File: src/rtl/evt_prescaler_pkg.sv
package evt_prescaler_pkg;
  localparam int EVT_N  = 32;
  localparam int SEL_W  = $clog2(EVT_N);
  localparam int CNT_W  = 16;
  localparam int DIV_LO = 16;
  localparam int DIV_HI = 64;

  typedef struct packed {
    logic [SEL_W-1:0] src;
    logic             ratio;
    logic             run;
  } ctrl_t;

  localparam int CTRL_W = $bits(ctrl_t);
  localparam ctrl_t CTRL_RST = '{src: SEL_W'(EVT_N - 1), ratio: 1'b0, run: 1'b0};
endpackage

File: src/rtl/evt_edge_sel.sv
module evt_edge_sel
  import evt_prescaler_pkg::*;
#(
  parameter int N = EVT_N,
  localparam int SW = $clog2(N)
) (
  input  logic          clk,
  input  logic          rst_n,
  input  logic [N-1:0]  ev_i,
  input  logic [SW-1:0] src_i,
  input  logic          run_i,
  output logic          edge_o
);
  logic sel;
  logic prev_q;

  assign sel = ev_i[src_i];

  // previous level tracks even in hold so leaving hold never makes a false edge
  always_ff @(posedge clk or negedge rst_n) begin
    if (!rst_n) prev_q <= 1'b0;
    else        prev_q <= sel;
  end

  assign edge_o = run_i & sel & ~prev_q;

  p_single_edge_r6: assert property (@(posedge clk) disable iff (!rst_n)
    edge_o ##1 $stable(src_i) |-> !edge_o);
endmodule

File: src/rtl/evt_divider.sv
module evt_divider
  import evt_prescaler_pkg::*;
#(
  parameter int LO = DIV_LO,
  parameter int HI = DIV_HI,
  localparam int HALF_LO = LO / 2,
  localparam int HALF_HI = HI / 2,
  localparam int PH_W = $clog2(HALF_HI)
) (
  input  logic clk,
  input  logic rst_n,
  input  logic run_i,
  input  logic ratio_i,
  input  logic edge_i,
  output logic out_o
);
  logic [PH_W-1:0] phase_q;
  logic [PH_W-1:0] lim;
  logic            out_q;

  assign lim = ratio_i ? PH_W'(HALF_HI - 1) : PH_W'(HALF_LO - 1);

  always_ff @(posedge clk or negedge rst_n) begin
    if (!rst_n) begin
      phase_q <= '0;
      out_q   <= 1'b0;
    end else if (!run_i) begin
      phase_q <= '0;
      out_q   <= 1'b0;
    end else if (edge_i) begin
      if (phase_q >= lim) begin
        phase_q <= '0;
        out_q   <= ~out_q;
      end else begin
        phase_q <= phase_q + 1'b1;
      end
    end
  end

  assign out_o = out_q;

  p_hold_low_r2: assert property (@(posedge clk) disable iff (!rst_n)
    !run_i |=> !out_o);
  p_toggle_on_edge_r3: assert property (@(posedge clk) disable iff (!rst_n)
    run_i && !edge_i |=> $stable(out_o));
endmodule

File: src/rtl/evt_snap_cnt.sv
module evt_snap_cnt
  import evt_prescaler_pkg::*;
#(
  parameter int W = CNT_W
) (
  input  logic         clk,
  input  logic         rst_n,
  input  logic         run_i,
  input  logic         edge_i,
  input  logic         cap_i,
  output logic [W-1:0] snap_o
);
  logic [W-1:0] cnt_q;
  logic [W-1:0] snap_q;

  always_ff @(posedge clk or negedge rst_n) begin
    if (!rst_n)      cnt_q <= '0;
    else if (!run_i) cnt_q <= '0;
    else if (edge_i) cnt_q <= cnt_q + 1'b1;
  end

  always_ff @(posedge clk or negedge rst_n) begin
    if (!rst_n)     snap_q <= '0;
    else if (cap_i) snap_q <= cnt_q;
  end

  assign snap_o = snap_q;

  p_count_step_r8: assert property (@(posedge clk) disable iff (!rst_n)
    run_i && edge_i |=> cnt_q == W'($past(cnt_q) + 1'b1));
  p_count_idle_r6: assert property (@(posedge clk) disable iff (!rst_n)
    run_i && !edge_i |=> $stable(cnt_q));
  p_snap_hold_r9: assert property (@(posedge clk) disable iff (!rst_n)
    !cap_i |=> $stable(snap_q));
endmodule

File: src/rtl/evt_prescaler.sv
module evt_prescaler
  import evt_prescaler_pkg::*;
(
  input  logic              clk,
  input  logic              rst_n,
  input  logic [EVT_N-1:0]  ev_in,
  input  logic              reg_wr,
  input  logic              reg_addr,
  input  logic [CTRL_W-1:0] reg_wdata,
  output logic [CNT_W-1:0]  reg_rdata,
  output logic              ev_out
);
  localparam int PAD_W = CNT_W - CTRL_W;

  ctrl_t            ctrl_q;
  logic             edge_w;
  logic             cap_w;
  logic [CNT_W-1:0] snap_w;

  always_ff @(posedge clk or negedge rst_n) begin
    if (!rst_n)                  ctrl_q <= CTRL_RST;
    else if (reg_wr && !reg_addr) ctrl_q <= ctrl_t'(reg_wdata);
  end

  assign cap_w = reg_wr & reg_addr;

  evt_edge_sel #(.N(EVT_N)) u_sel (
    .clk(clk), .rst_n(rst_n), .ev_i(ev_in), .src_i(ctrl_q.src),
    .run_i(ctrl_q.run), .edge_o(edge_w)
  );

  evt_divider #(.LO(DIV_LO), .HI(DIV_HI)) u_div (
    .clk(clk), .rst_n(rst_n), .run_i(ctrl_q.run), .ratio_i(ctrl_q.ratio),
    .edge_i(edge_w), .out_o(ev_out)
  );

  evt_snap_cnt #(.W(CNT_W)) u_cnt (
    .clk(clk), .rst_n(rst_n), .run_i(ctrl_q.run), .edge_i(edge_w),
    .cap_i(cap_w), .snap_o(snap_w)
  );

  assign reg_rdata = reg_addr ? snap_w : {{PAD_W{1'b0}}, ctrl_q};

  p_ctrl_write_r10: assert property (@(posedge clk) disable iff (!rst_n)
    reg_wr && !reg_addr |=> ctrl_q == $past(reg_wdata));
endmodule

File: config.mk
export PLATFORM = sky130hd
export DESIGN_NAME = evt_prescaler
export DESIGN_NICKNAME = d
export VERILOG_FILES = /design/src/rtl/evt_prescaler_pkg.sv /design/src/rtl/evt_edge_sel.sv /design/src/rtl/evt_divider.sv /design/src/rtl/evt_snap_cnt.sv /design/src/rtl/evt_prescaler.sv
export SDC_FILE = /design/constraint.sdc
export NUM_CORES = 1
export LEC_CHECK = 0
export ABC_CLOCK_PERIOD_IN_PS = 5000
export BUFFER_PORTS_ARGS = -buffer_cell sky130_fd_sc_hd__buf_2
export CAP_MARGIN = 5
export CORE_MARGIN = 2
export CORE_UTILIZATION = 40
export CTS_CLUSTER_SIZE = 8
export DETAILED_ROUTE_END_ITERATION = 12
export GPL_TIMING_DRIVEN = 0
export PLACE_DENSITY = 0.69
export SETUP_SLACK_MARGIN = 0.5
export SYNTH_ARGS = -nofsm -noshare
export SYNTH_HDL_FRONTEND = slang
export SYNTH_SLANG_ARGS = --single-unit
File: constraint.sdc
create_clock -name clk -period 5 [get_ports clk]
set_input_delay 1.5 -clock clk [delete_from_list [all_inputs] [get_ports clk]]
set_output_delay 1.5 -clock clk [all_outputs]
set_load 0.1 [all_outputs]
==> results.toml, run 1 <==
[global_routing]
grt-ovfl-total = 0
initial_antenna_violation_count = 0
grt_pass1_wl_mm = 10.16
grt_pass1_vias = 2174
grt_max_degree = 47
grt_usage_pct = 17.47

[clock_network]
number_of_buffers_created_by_cts = 5
clkLatencyLatePin_ns = 0.30
cts_setup_buffers = 0
worst_setup_hold_path_clk_slew_ns = 0.09
cts_max_path_buffers = 2
ctsHtreeMaxLevel = 2
tritoncts_num_sinks = 46
cts_root_buffer = "sky130_fd_sc_hd__clkbuf_8"
cts_tree = "built"

[synthesis]
yosysTopAreaCellShare_pct = 39.29
synthesis.instances = 258
synthesis.nets = 305
synth-seq-cells = 46
synthArstFlopShare_pct = 100.0
top_cell_type_by_total_area_after_synthesis = "sky130_fd_sc_hd__dfrtp_1"
syn-mean-instance-area_sq_um = 10.12
ys_dominant_reg_cell = "sky130_fd_sc_hd__dfrtp_1"
post-synth-top-count-cell = "sky130_fd_sc_hd__dfrtp_1"
synth.cells.most_frequent = "sky130_fd_sc_hd__dfrtp_1 (41), sky130_fd_sc_hd__nand2_1 (26), sky130_fd_sc_hd__mux2_2 (24)"
ys_top_cells_by_area = "sky130_fd_sc_hd__dfrtp_1 (39%), sky130_fd_sc_hd__mux2_2 (10%), sky130_fd_sc_hd__mux2i_1 (7.7%)"
synth_cell_types = 40
netlist_area_sq_um = 2611
count_of_flip_flops_with_a_built_in_enable_after_synthesis = 0
ys.warnings.count = 0
yosysSeqAreaShare_pct = 44.32

[timing]
maxSlewHeadroom_pct = 32.92
timing.clock.skew_ns = 0.01129
min_period_ns = 4.184
setup_viol_count_final = 0
timing.final.max_slew_violations = 0
timing_worst_slew_pin_value_ns = 1.006
timing_hold_violations_final = 0
grt_setup_unrepaired = "false"
max_freq_mhz = 239.0
period_share_pct = 83.69
finalSetupTns_ns = 0

[pwr]
clock_power_share_pct = 27.1
power.density_nw_per_um2 = 301.4
net-switching-power_w = 0.0003238
switch_share_pct = 34.49
leakage_nw = 1.476
comb_power_share_pct = 28.7
p_seq_share_pct = 44.2
vdd.ir_drop.worst_v = 0.0001333
cellInternalPower_w = 0.0006151

[route]
avgViaCountPerCell = 5.366
finalWirelength_mm = 5.904
via_count = 2157
drt_pass1_iterations = 4
wl_per_cell_um = 14.69
antenna_left = 0
detail_route.iter0.violations = 105
route.detailed.drc = 0

[layout]
final_cells = 402
syn2layout_area_growth_pct = 19.31
antenna_cells = 0
layout.filler_cells = 615
finalNetCount = 371
drive_above_1_share_pct = 32.31

[placement]
place_inst = 394
placement.io_buffers = 59
gpl_congestion = 0.8429
place_hpwl_mm = 4.377

[critical_path]
startpoint_class_of_the_critical_path = "input port"
timing.critical_path.required_ns = 3.50
worst-endpoint-arrival_ns = 2.68
path_class = "input port to primary output"
timing.critical_path.to_type = "primary output"
critPathMaxFanout = 10
ff2ff_setup_slack_ns = 2.42
crit_path_top_delay_cell = "sky130_fd_sc_hd__buf_2"
crit_chain = "buf_2, clkbuf_2, clkbuf_2, and2_1, buf_2"
worst_path_largest_cell_delay_ns = 0.42

[floorplanning]
number_of_top_level_pins = 60
row_count = 29
start_util_pct = 41.36
core_area_sq_um = 6314
die_y_um = 84.80
dieWidth_um = 84.80
fp.dieArea_sq_um = 7190

[outcome]
status = "complete, no violations"

[worst_hold_path]
class_of_the_worst_hold_path = "flop to flop"

[flow_run]
cap_viol_max_count = 0
## registers in the layout, indices dropped and copies added (netlist names)
name,flops
u_div.out_o,1
u_sel.prev_q,1
u_cnt.snap_o,16
u_cnt.cnt_q,16
ctrl_q,7
u_div.phase_q,5
## final timing paths
check / startpoint / to / depth (start not counted)
worst min register to register: u_cnt.snap_o[10]$_DFFE_PN0P_ / u_cnt.snap_o[10]$_DFFE_PN0P_ / 2
min in group asynchronous: rst_n / u_cnt.cnt_q[10]$_DFFE_PN0P_ / 1
worst max register to register: ctrl_q[4]$_DFFE_PN1P_ / u_div.out_o$_DFFE_PN0P_ / 9
worst max-delay path: reg_addr / reg_rdata[14] / 5
worst min-delay path: u_cnt.snap_o[10]$_DFFE_PN0P_ / u_cnt.snap_o[10]$_DFFE_PN0P_ / 2
max in group asynchronous: rst_n / u_cnt.cnt_q[15]$_DFFE_PN0P_ / 1
## kinds of logic after synthesis
| kind of cell | after synthesis | synth area share, % |
|---|---|---|
| mux | 44 | 18.02 |
| xor+xnor | 1 | 0.3355 |
| simple gates | 92 | 19.12 |
| fa+ha+maj | 4 | 1.917 |
| flops | 46 | 44.32 |
| buf+inv | 22 | 4.456 |
| compound gates | 49 | 11.84 |
## placed cells by master (no fill, tap or decap), types with 2 or more instances in the layout
cell type / n
sky130_fd_sc_hd__and3_1: 2
sky130_fd_sc_hd__dfstp_2: 5
sky130_fd_sc_hd__clkbuf_2: 2
sky130_fd_sc_hd__a21oi_1: 18
sky130_fd_sc_hd__inv_1: 8
sky130_fd_sc_hd__o21ai_1: 2
sky130_fd_sc_hd__clkbuf_8: 7
sky130_fd_sc_hd__nor2_1: 4
sky130_fd_sc_hd__and2_1: 10
sky130_fd_sc_hd__nand3_1: 15
sky130_fd_sc_hd__clkbuf_1: 7
sky130_fd_sc_hd__ha_1: 4
sky130_fd_sc_hd__mux2i_1: 20
sky130_fd_sc_hd__nand4_1: 6
sky130_fd_sc_hd__nor2b_1: 3
sky130_fd_sc_hd__buf_2: 59
sky130_fd_sc_hd__o21ai_0: 10
sky130_fd_sc_hd__nand2_1: 26
sky130_fd_sc_hd__or4_1: 5
sky130_fd_sc_hd__nand3b_1: 2
sky130_fd_sc_hd__nand2b_1: 6
sky130_fd_sc_hd__and4_1: 2
sky130_fd_sc_hd__a41o_1: 2
sky130_fd_sc_hd__o31ai_1: 5
sky130_fd_sc_hd__nor4_1: 2
sky130_fd_sc_hd__dfrtp_1: 41
sky130_fd_sc_hd__buf_4: 2
sky130_fd_sc_hd__buf_6: 2
sky130_fd_sc_hd__nor3_1: 2
sky130_fd_sc_hd__mux2_2: 24
sky130_fd_sc_hd__or3_1: 5
sky130_fd_sc_hd__a22oi_1: 4
## through the flow
step | power [W] | setup WS (ns) | area, sq um | hold WS, ns | util [%]
final | 0.0009389 | 0.8156 | 3115 | 0.4807 | 49.35
after global routing | 0.0009919 | 0.7172 | 3115 | 0.5249 | 49.35
after CTS | 0.0009480 | 0.5753 | 3114 | 0.4904 | 49.33
after detailed placement | 0.0006911 | 0.4208 | 3003 | 0.4705 | 47.56
after global placement | 0.0006878 | 0.4240 | 3003 | 0.4658 | 47.56
after floorplan | 0.0006152 | 0.2610 | 2611 | 0.4424 | -
## critical path, delay by kind of cell
family                 cells  cell delay (ns)
buffers and inverters      4             1.01
AND/OR/NAND/NOR            1             0.17
## timing repair
action	in CTS	in global routing
setup endpoints to repair	8	1
resized for setup	3	2
pin swaps	0	0
hold buffers	0	0
## area by class of cell
class	count	area [sq um]	share of cell area (%)
clock inverter	1	8.758	0.2811
multi-input combinational	190	1338	42.93
clock buffer	7	96.34	3.092
timing repair buffer	59	300.3	9.639
inverter	8	30.03	0.9639
tap	77	96.34	3.092
sequential	46	1157	37.15
buffer	14	88.84	2.851
## power groups by stage
stage	sequential [W]	clock, W	combinational [W]
after floorplan	0.000417	0	0.000199
after global placement	0.000421	0	0.000267
after detailed placement	0.000422	0	0.000269
after CTS	0.000415	0.000262	0.000271
after global routing	0.000419	0.000278	0.000296
final	0.000415	0.000255	0.000269
## layer usage
| layer | global-route usage, % | part of all wire (%) | up-vias | routed length [um] |
|---|---|---|---|---|
| met4 | 6.349 | 1.0 | 0 | 59 |
| met1 | 22.77 | 46 | 1013 | 2715 |
| met2 | 29.13 | 48 | 62 | 2826 |
| li1 | - | - | 1078 | - |
| met5 | 0 | 0 | - | 0 |
| met3 | 3.147 | 5.1 | 4 | 304 |
Power figures use the tool's default switching activity.
==> run 2: changes to the inputs <==
--- a/config.mk
+++ b/config.mk
@@ -5,7 +5,7 @@
 export SDC_FILE = /design/constraint.sdc
 export NUM_CORES = 1
 export LEC_CHECK = 0
-export ABC_CLOCK_PERIOD_IN_PS = 5000
+export ABC_CLOCK_PERIOD_IN_PS = 3800
 export BUFFER_PORTS_ARGS = -buffer_cell sky130_fd_sc_hd__buf_2
 export CAP_MARGIN = 5
 export CORE_MARGIN = 2
@@ -13,7 +13,7 @@
 export CTS_CLUSTER_SIZE = 8
 export DETAILED_ROUTE_END_ITERATION = 12
 export GPL_TIMING_DRIVEN = 0
-export PLACE_DENSITY = 0.69
+export PLACE_DENSITY = 0.72
 export SETUP_SLACK_MARGIN = 0.5
 export SYNTH_ARGS = -nofsm -noshare
 export SYNTH_HDL_FRONTEND = slang
==> constraint.sdc (replaced) <==
create_clock -name clk -period 3.8 [get_ports clk]
set_input_delay 1.14 -clock clk [delete_from_list [all_inputs] [get_ports clk]]
set_output_delay 1.14 -clock clk [all_outputs]
set_load 0.1 [all_outputs]
==> results.toml, run 2 (synthesis results as in run 1) <==
[route]
antenna_left = 0
detail_route.iter0.violations = 153
via_count = 2187
drt_pass1_iterations = 4
dr_wl_met2_mm = 2.867
avgViaCountPerCell = 5.440
route.detailed.drc = 0
detailroute.wirelength.met3_um = 358
wl_per_cell_um = 15.16
detail_route.wirelength.met1_mm = 2.768
finalWirelength_mm = 6.096
highest_layer = "met4"

[timing]
timing_hold_violations_final = 0
timing.clock.skew_ns = 0.008474
setup_viol_count_final = 0
timing_worst_slew_pin_value_ns = 1.009
maxSlewHeadroom_pct = 32.71
final_critical_path_setup_slack_ns = 0.5620
min_period_ns = 3.238
finalSetupTns_ns = 0
period_share_pct = 85.21
grt_setup_unrepaired = "false"
timing.final.max_slew_violations = 0
max_freq_mhz = 308.8

[clock_network]
ctsHtreeMaxLevel = 2
number_of_buffers_created_by_cts = 5
cts_setup_buffers = 0
worst_setup_hold_path_clk_slew_ns = 0.08
cts_resizes = 15
cts_tree = "built"
clkLatencyLatePin_ns = 0.30
cts_root_buffer = "sky130_fd_sc_hd__clkbuf_8"
cts_max_path_buffers = 2
number_of_buffers_inserted_for_hold_repair_after_clock_tree_synthesis = 0
tritoncts_num_sinks = 46

[pwr]
switch_share_pct = 34.48
p_seq_share_pct = 43.9
leakage_nw = 1.492
vdd.ir_drop.worst_v = 0.0002288
cellInternalPower_w = 0.0008136
power.density_nw_per_um2 = 389.9
clock_power_share_pct = 26.8
comb_power_share_pct = 29.3
net-switching-power_w = 0.0004281

[placement]
gpl_congestion = 0.8139
place_hpwl_mm = 4.527
dpl_worst_slack_ns = -0.04133
placement.io_buffers = 59
detailed_place.area_sq_um = 3022
place_inst = 394

[critical_path]
timing.critical_path.required_ns = 2.66
ff2ff_setup_slack_ns = 1.19
critPathMaxFanout = 10
worst-endpoint-arrival_ns = 2.10
startpoint_class_of_the_critical_path = "input port"
path_class = "input port to primary output"
timing.critical_path.to_type = "primary output"
critical_path.reg2reg.endpoint = "u_cnt.cnt_q[3]$_DFFE_PN0P_"
regToRegStartpoint = "ctrl_q[4]$_DFFE_PN1P_"
reg2regPathDepth = 9

[global_routing]
initial_antenna_violation_count = 0
grt_usage_pct = 18.01
grt_pass1_wl_mm = 10.41
grt-ovfl-total = 0
grt_pass1_vias = 2215
grt_max_degree = 47

[floorplanning]
core_area_sq_um = 6314
start_util_pct = 41.36
number_of_top_level_pins = 60
row_count = 29
die_y_um = 84.80
fp.dieArea_sq_um = 7190
dieWidth_um = 84.80

[worst_hold_path]
class_of_the_worst_hold_path = "flop to flop"
hold_depth = 2
hold_path.startpoint = "u_cnt.snap_o[11]$_DFFE_PN0P_"
timing.hold.worst_endpoint = "u_cnt.snap_o[11]$_DFFE_PN0P_"

[layout]
final_cells = 402
mostFrequentLayoutCell = "sky130_fd_sc_hd__buf_2"
layout_common_cells = "sky130_fd_sc_hd__buf_2 (53), sky130_fd_sc_hd__dfrtp_1 (41), sky130_fd_sc_hd__nand2_1 (26)"
finalNetCount = 371
syn2layout_area_growth_pct = 21.95
antenna_cells = 0
fin_util_pct = 50.44
drive_above_1_share_pct = 35.69
post_route_cell_area_sq_um = 3184

[flow_run]
cap_viol_max_count = 0

[outcome]
status = "complete, no violations"
==> run 2: changes by cell type in the layout (fill, tap and decap cells not counted), sizes merged <==
cell / delta
clkbuf: -1
buf: +1
==> run 2: power groups by stage <==
stage,clock network [W],registers (W),logic [W]
2_1_floorplan,0,0.000548,0.000263
3_3_place_gp,0,0.000554,0.000352
3_5_place_dp,0,0.000555,0.000358
4_1_cts,0.000347,0.000546,0.000363
5_1_grt,0.000363,0.000551,0.000397
6_report,0.000332,0.000545,0.000364
==> run 2: metrics by stage <==
step | total power [W] | hold WS, ns
after floorplan | 0.0008118 | 0.4422
after global placement | 0.0009057 | 0.4534
after detailed placement | 0.0009132 | 0.4650
after CTS | 0.001255 | 0.4854
after global routing | 0.001311 | 0.5200
final | 0.001242 | 0.4805
==> run 2: area by class of cell <==
class	instances	area [sq um]
Sequential cell	46	1157
Tap cell	77	96.34
Timing Repair Buffer	59	347.8
Fill cell	614	3129
Inverter	8	30.03
Buffer	14	91.34
Clock buffer	7	96.34
Clock inverter	1	8.758
Multi-Input combinational cell	190	1356
==> run 2: routing by layer <==
metal	track usage (%)	vias up
li1	-	1071
met1	24.47	1037
met2	28.78	69
met3	4.130	10
met4	5.483	0
met5	0	-
==> run 2: worst max path at each step <==
stage                        start            end  depth (start not counted)
after floorplan           reg_addr   reg_rdata[0]                          3
after global placement    reg_addr  reg_rdata[10]                          5
after detailed placement  reg_addr  reg_rdata[10]                          5
after CTS                 reg_addr  reg_rdata[10]                          5
after global routing      reg_addr   reg_rdata[4]                          4
final                     reg_addr   reg_rdata[4]                          4
==> run 2: worst max-delay path, stage by stage <==
cell,delay (ns)
sky130_fd_sc_hd__buf_2,0.09
sky130_fd_sc_hd__buf_2,0.21
sky130_fd_sc_hd__mux2_2,0.36
sky130_fd_sc_hd__buf_2,0.29
==> run 3: changes to the inputs <==
--- a/config.mk
+++ b/config.mk
@@ -8,7 +8,7 @@
 export ABC_CLOCK_PERIOD_IN_PS = 3800
 export BUFFER_PORTS_ARGS = -buffer_cell sky130_fd_sc_hd__buf_2
 export CAP_MARGIN = 5
-export CORE_MARGIN = 2
+export CORE_MARGIN = 5
 export CORE_UTILIZATION = 40
 export CTS_CLUSTER_SIZE = 8
 export DETAILED_ROUTE_END_ITERATION = 12
==> results.toml, run 3 (synthesis results as in run 1) <==
[outcome]
status = "complete, no violations"

[pwr]
comb_power_share_pct = 28.3
vdd.ir_drop.worst_v = 0.0001659
switch_share_pct = 33.06
leakage_nw = 1.496
power.density_nw_per_um2 = 402.0
p_seq_share_pct = 42.6
net-switching-power_w = 0.0004244
clock_power_share_pct = 29.2
cellInternalPower_w = 0.0008591

[route]
route.detailed.drc = 0
finalWirelength_mm = 6.238
avgViaCountPerCell = 5.574
antenna_left = 0
via_count = 2235
wl_per_cell_um = 15.56
detail_route.iter0.violations = 99
drt_pass1_iterations = 4

[critical_path]
crit_path_frequent_cell = "sky130_fd_sc_hd__buf_2"
worst_path_largest_cell_delay_ns = 0.36
path_delay_family = "buffers and inverters"
crit_chain = "buf_2, buf_2, mux2_2, buf_2"
crit_path_top_delay_cell = "sky130_fd_sc_hd__mux2_2"
worst-endpoint-arrival_ns = 2.10
critPathMaxFanout = 10
timing.critical_path.buf_inv = 3
timing.critical_path.to_type = "primary output"
startpoint_class_of_the_critical_path = "input port"
timing.critical_path.required_ns = 2.66
path_class = "input port to primary output"

[clock_network]
cts_tree = "built"
clkLatencyLatePin_ns = 0.30
worst_setup_hold_path_clk_slew_ns = 0.09
number_of_buffers_inserted_for_hold_repair_after_clock_tree_synthesis = 0
cts_max_path_buffers = 2
tritoncts_num_sinks = 46
cts_root_buffer = "sky130_fd_sc_hd__clkbuf_8"
ctsHtreeMaxLevel = 2
number_of_buffers_created_by_cts = 5

[global_routing]
initial_antenna_violation_count = 0
grt_pass1_vias = 2265
grt_usage_pct = 15.53
grt_max_degree = 47
grt-ovfl-total = 0
grt_pass1_wl_mm = 10.69

[timing]
timing.clock.skew_ns = 0.009005
max_freq_mhz = 308.9
grt_setup_unrepaired = "false"
setup_viol_count_final = 0
period_share_pct = 85.19
finalSetupTns_ns = 0
fin_hold_ws_ns = 0.4940
maxSlewHeadroom_pct = 33.54
timing_hold_violations_final = 0
timing.final.max_slew_violations = 0
min_period_ns = 3.237
timing_worst_slew_pin_value_ns = 0.9970

[floorplanning]
fp.dieArea_sq_um = 8244
number_of_top_level_pins = 60
die_y_um = 90.80
start_util_pct = 41.12
row_count = 29
core_area_sq_um = 6350
dieWidth_um = 90.80

[placement]
gpl_congestion = 0.8432
placement.io_buffers = 59
place_inst = 394
place_hpwl_mm = 4.626

[layout]
layout_common_cells = "sky130_fd_sc_hd__buf_2 (54), sky130_fd_sc_hd__dfrtp_1 (41), sky130_fd_sc_hd__nand2_1 (26)"
final_cells = 401
drive_above_1_share_pct = 35.49
mostFrequentLayoutCell = "sky130_fd_sc_hd__buf_2"
finalNetCount = 371
antenna_cells = 0
fin_util_pct = 50.29
syn2layout_area_growth_pct = 22.28

[worst_hold_path]
class_of_the_worst_hold_path = "flop to flop"

[flow_run]
cap_viol_max_count = 0
==> run 3: cell type report <==
type                    instances  area, sq um
flip-flops and latches         46         1157
fillers                       591         3157
clock buffers                   6        82.58
multi-input cells             190         1356
well taps                      77        96.34
repair buffers                 59        349.1
plain buffers                  14        91.34
clock inverters                 1        30.03
inverters                       8        30.03
==> run 3: path summary, 6_finish.rpt <==
kind,to,slack [ns],startpoint,cells past startpoint
max,reg_rdata[2],0.56,reg_addr,4
min,u_cnt.snap_o[10]$_DFFE_PN0P_,0.49,u_cnt.snap_o[10]$_DFFE_PN0P_,2
max reg2reg,u_div.out_o$_DFFE_PN0P_,1.21,ctrl_q[3]$_DFFE_PN1P_,9
min reg2reg,u_cnt.snap_o[10]$_DFFE_PN0P_,0.49,u_cnt.snap_o[10]$_DFFE_PN0P_,2
max in group asynchronous,u_cnt.snap_o[1]$_DFFE_PN0P_,2.17,rst_n,1
min in group asynchronous,u_cnt.snap_o[11]$_DFFE_PN0P_,1.00,rst_n,1
==> run 3: worst min-delay path, delay by kind of cell (launching register included) <==
kind            cells  cell delay (ns)
compound gates      1             0.06
simple gates        1             0.05
flops               1             0.35
==> run 3: power groups by stage <==
stage | clock network (W) | registers (W) | logic (W)
floorplan | 0 | 0.000548 | 0.000263
global placement | 0 | 0.000553 | 0.000351
detailed placement | 0 | 0.000555 | 0.000356
CTS | 0.000381 | 0.000546 | 0.000364
global route | 0.000399 | 0.000551 | 0.000398
finish | 0.000374 | 0.000546 | 0.000363
==> run 3: layer usage <==
layer | part of all wire, % | global-route usage [%]
met2 | 47 | 26.03
met1 | 43 | 19.20
met5 | 0 | 0
met3 | 7.9 | 4.000
met4 | 1.7 | 5.623
==> run 3: repair_timing <==
item | 4_1_cts | 5_1_grt
cloned | 0 | 0
buffers inserted | 0 | 0
gates resized for setup | 19 | 3
setup endpoints to repair | 16 | 13
==> run 3: through the flow <==
step	worst slack (ns)	cell area [sq um]	total power [W]
4_1_cts	0.5163	3189	0.001291
3_3_place_gp	-0.05709	3022	0.0009038
6_report	0.5629	3193	0.001283
5_1_grt	0.5101	3193	0.001349
2_1_floorplan	0.2987	2630	0.0008118
3_5_place_dp	-0.06530	3022	0.0009116
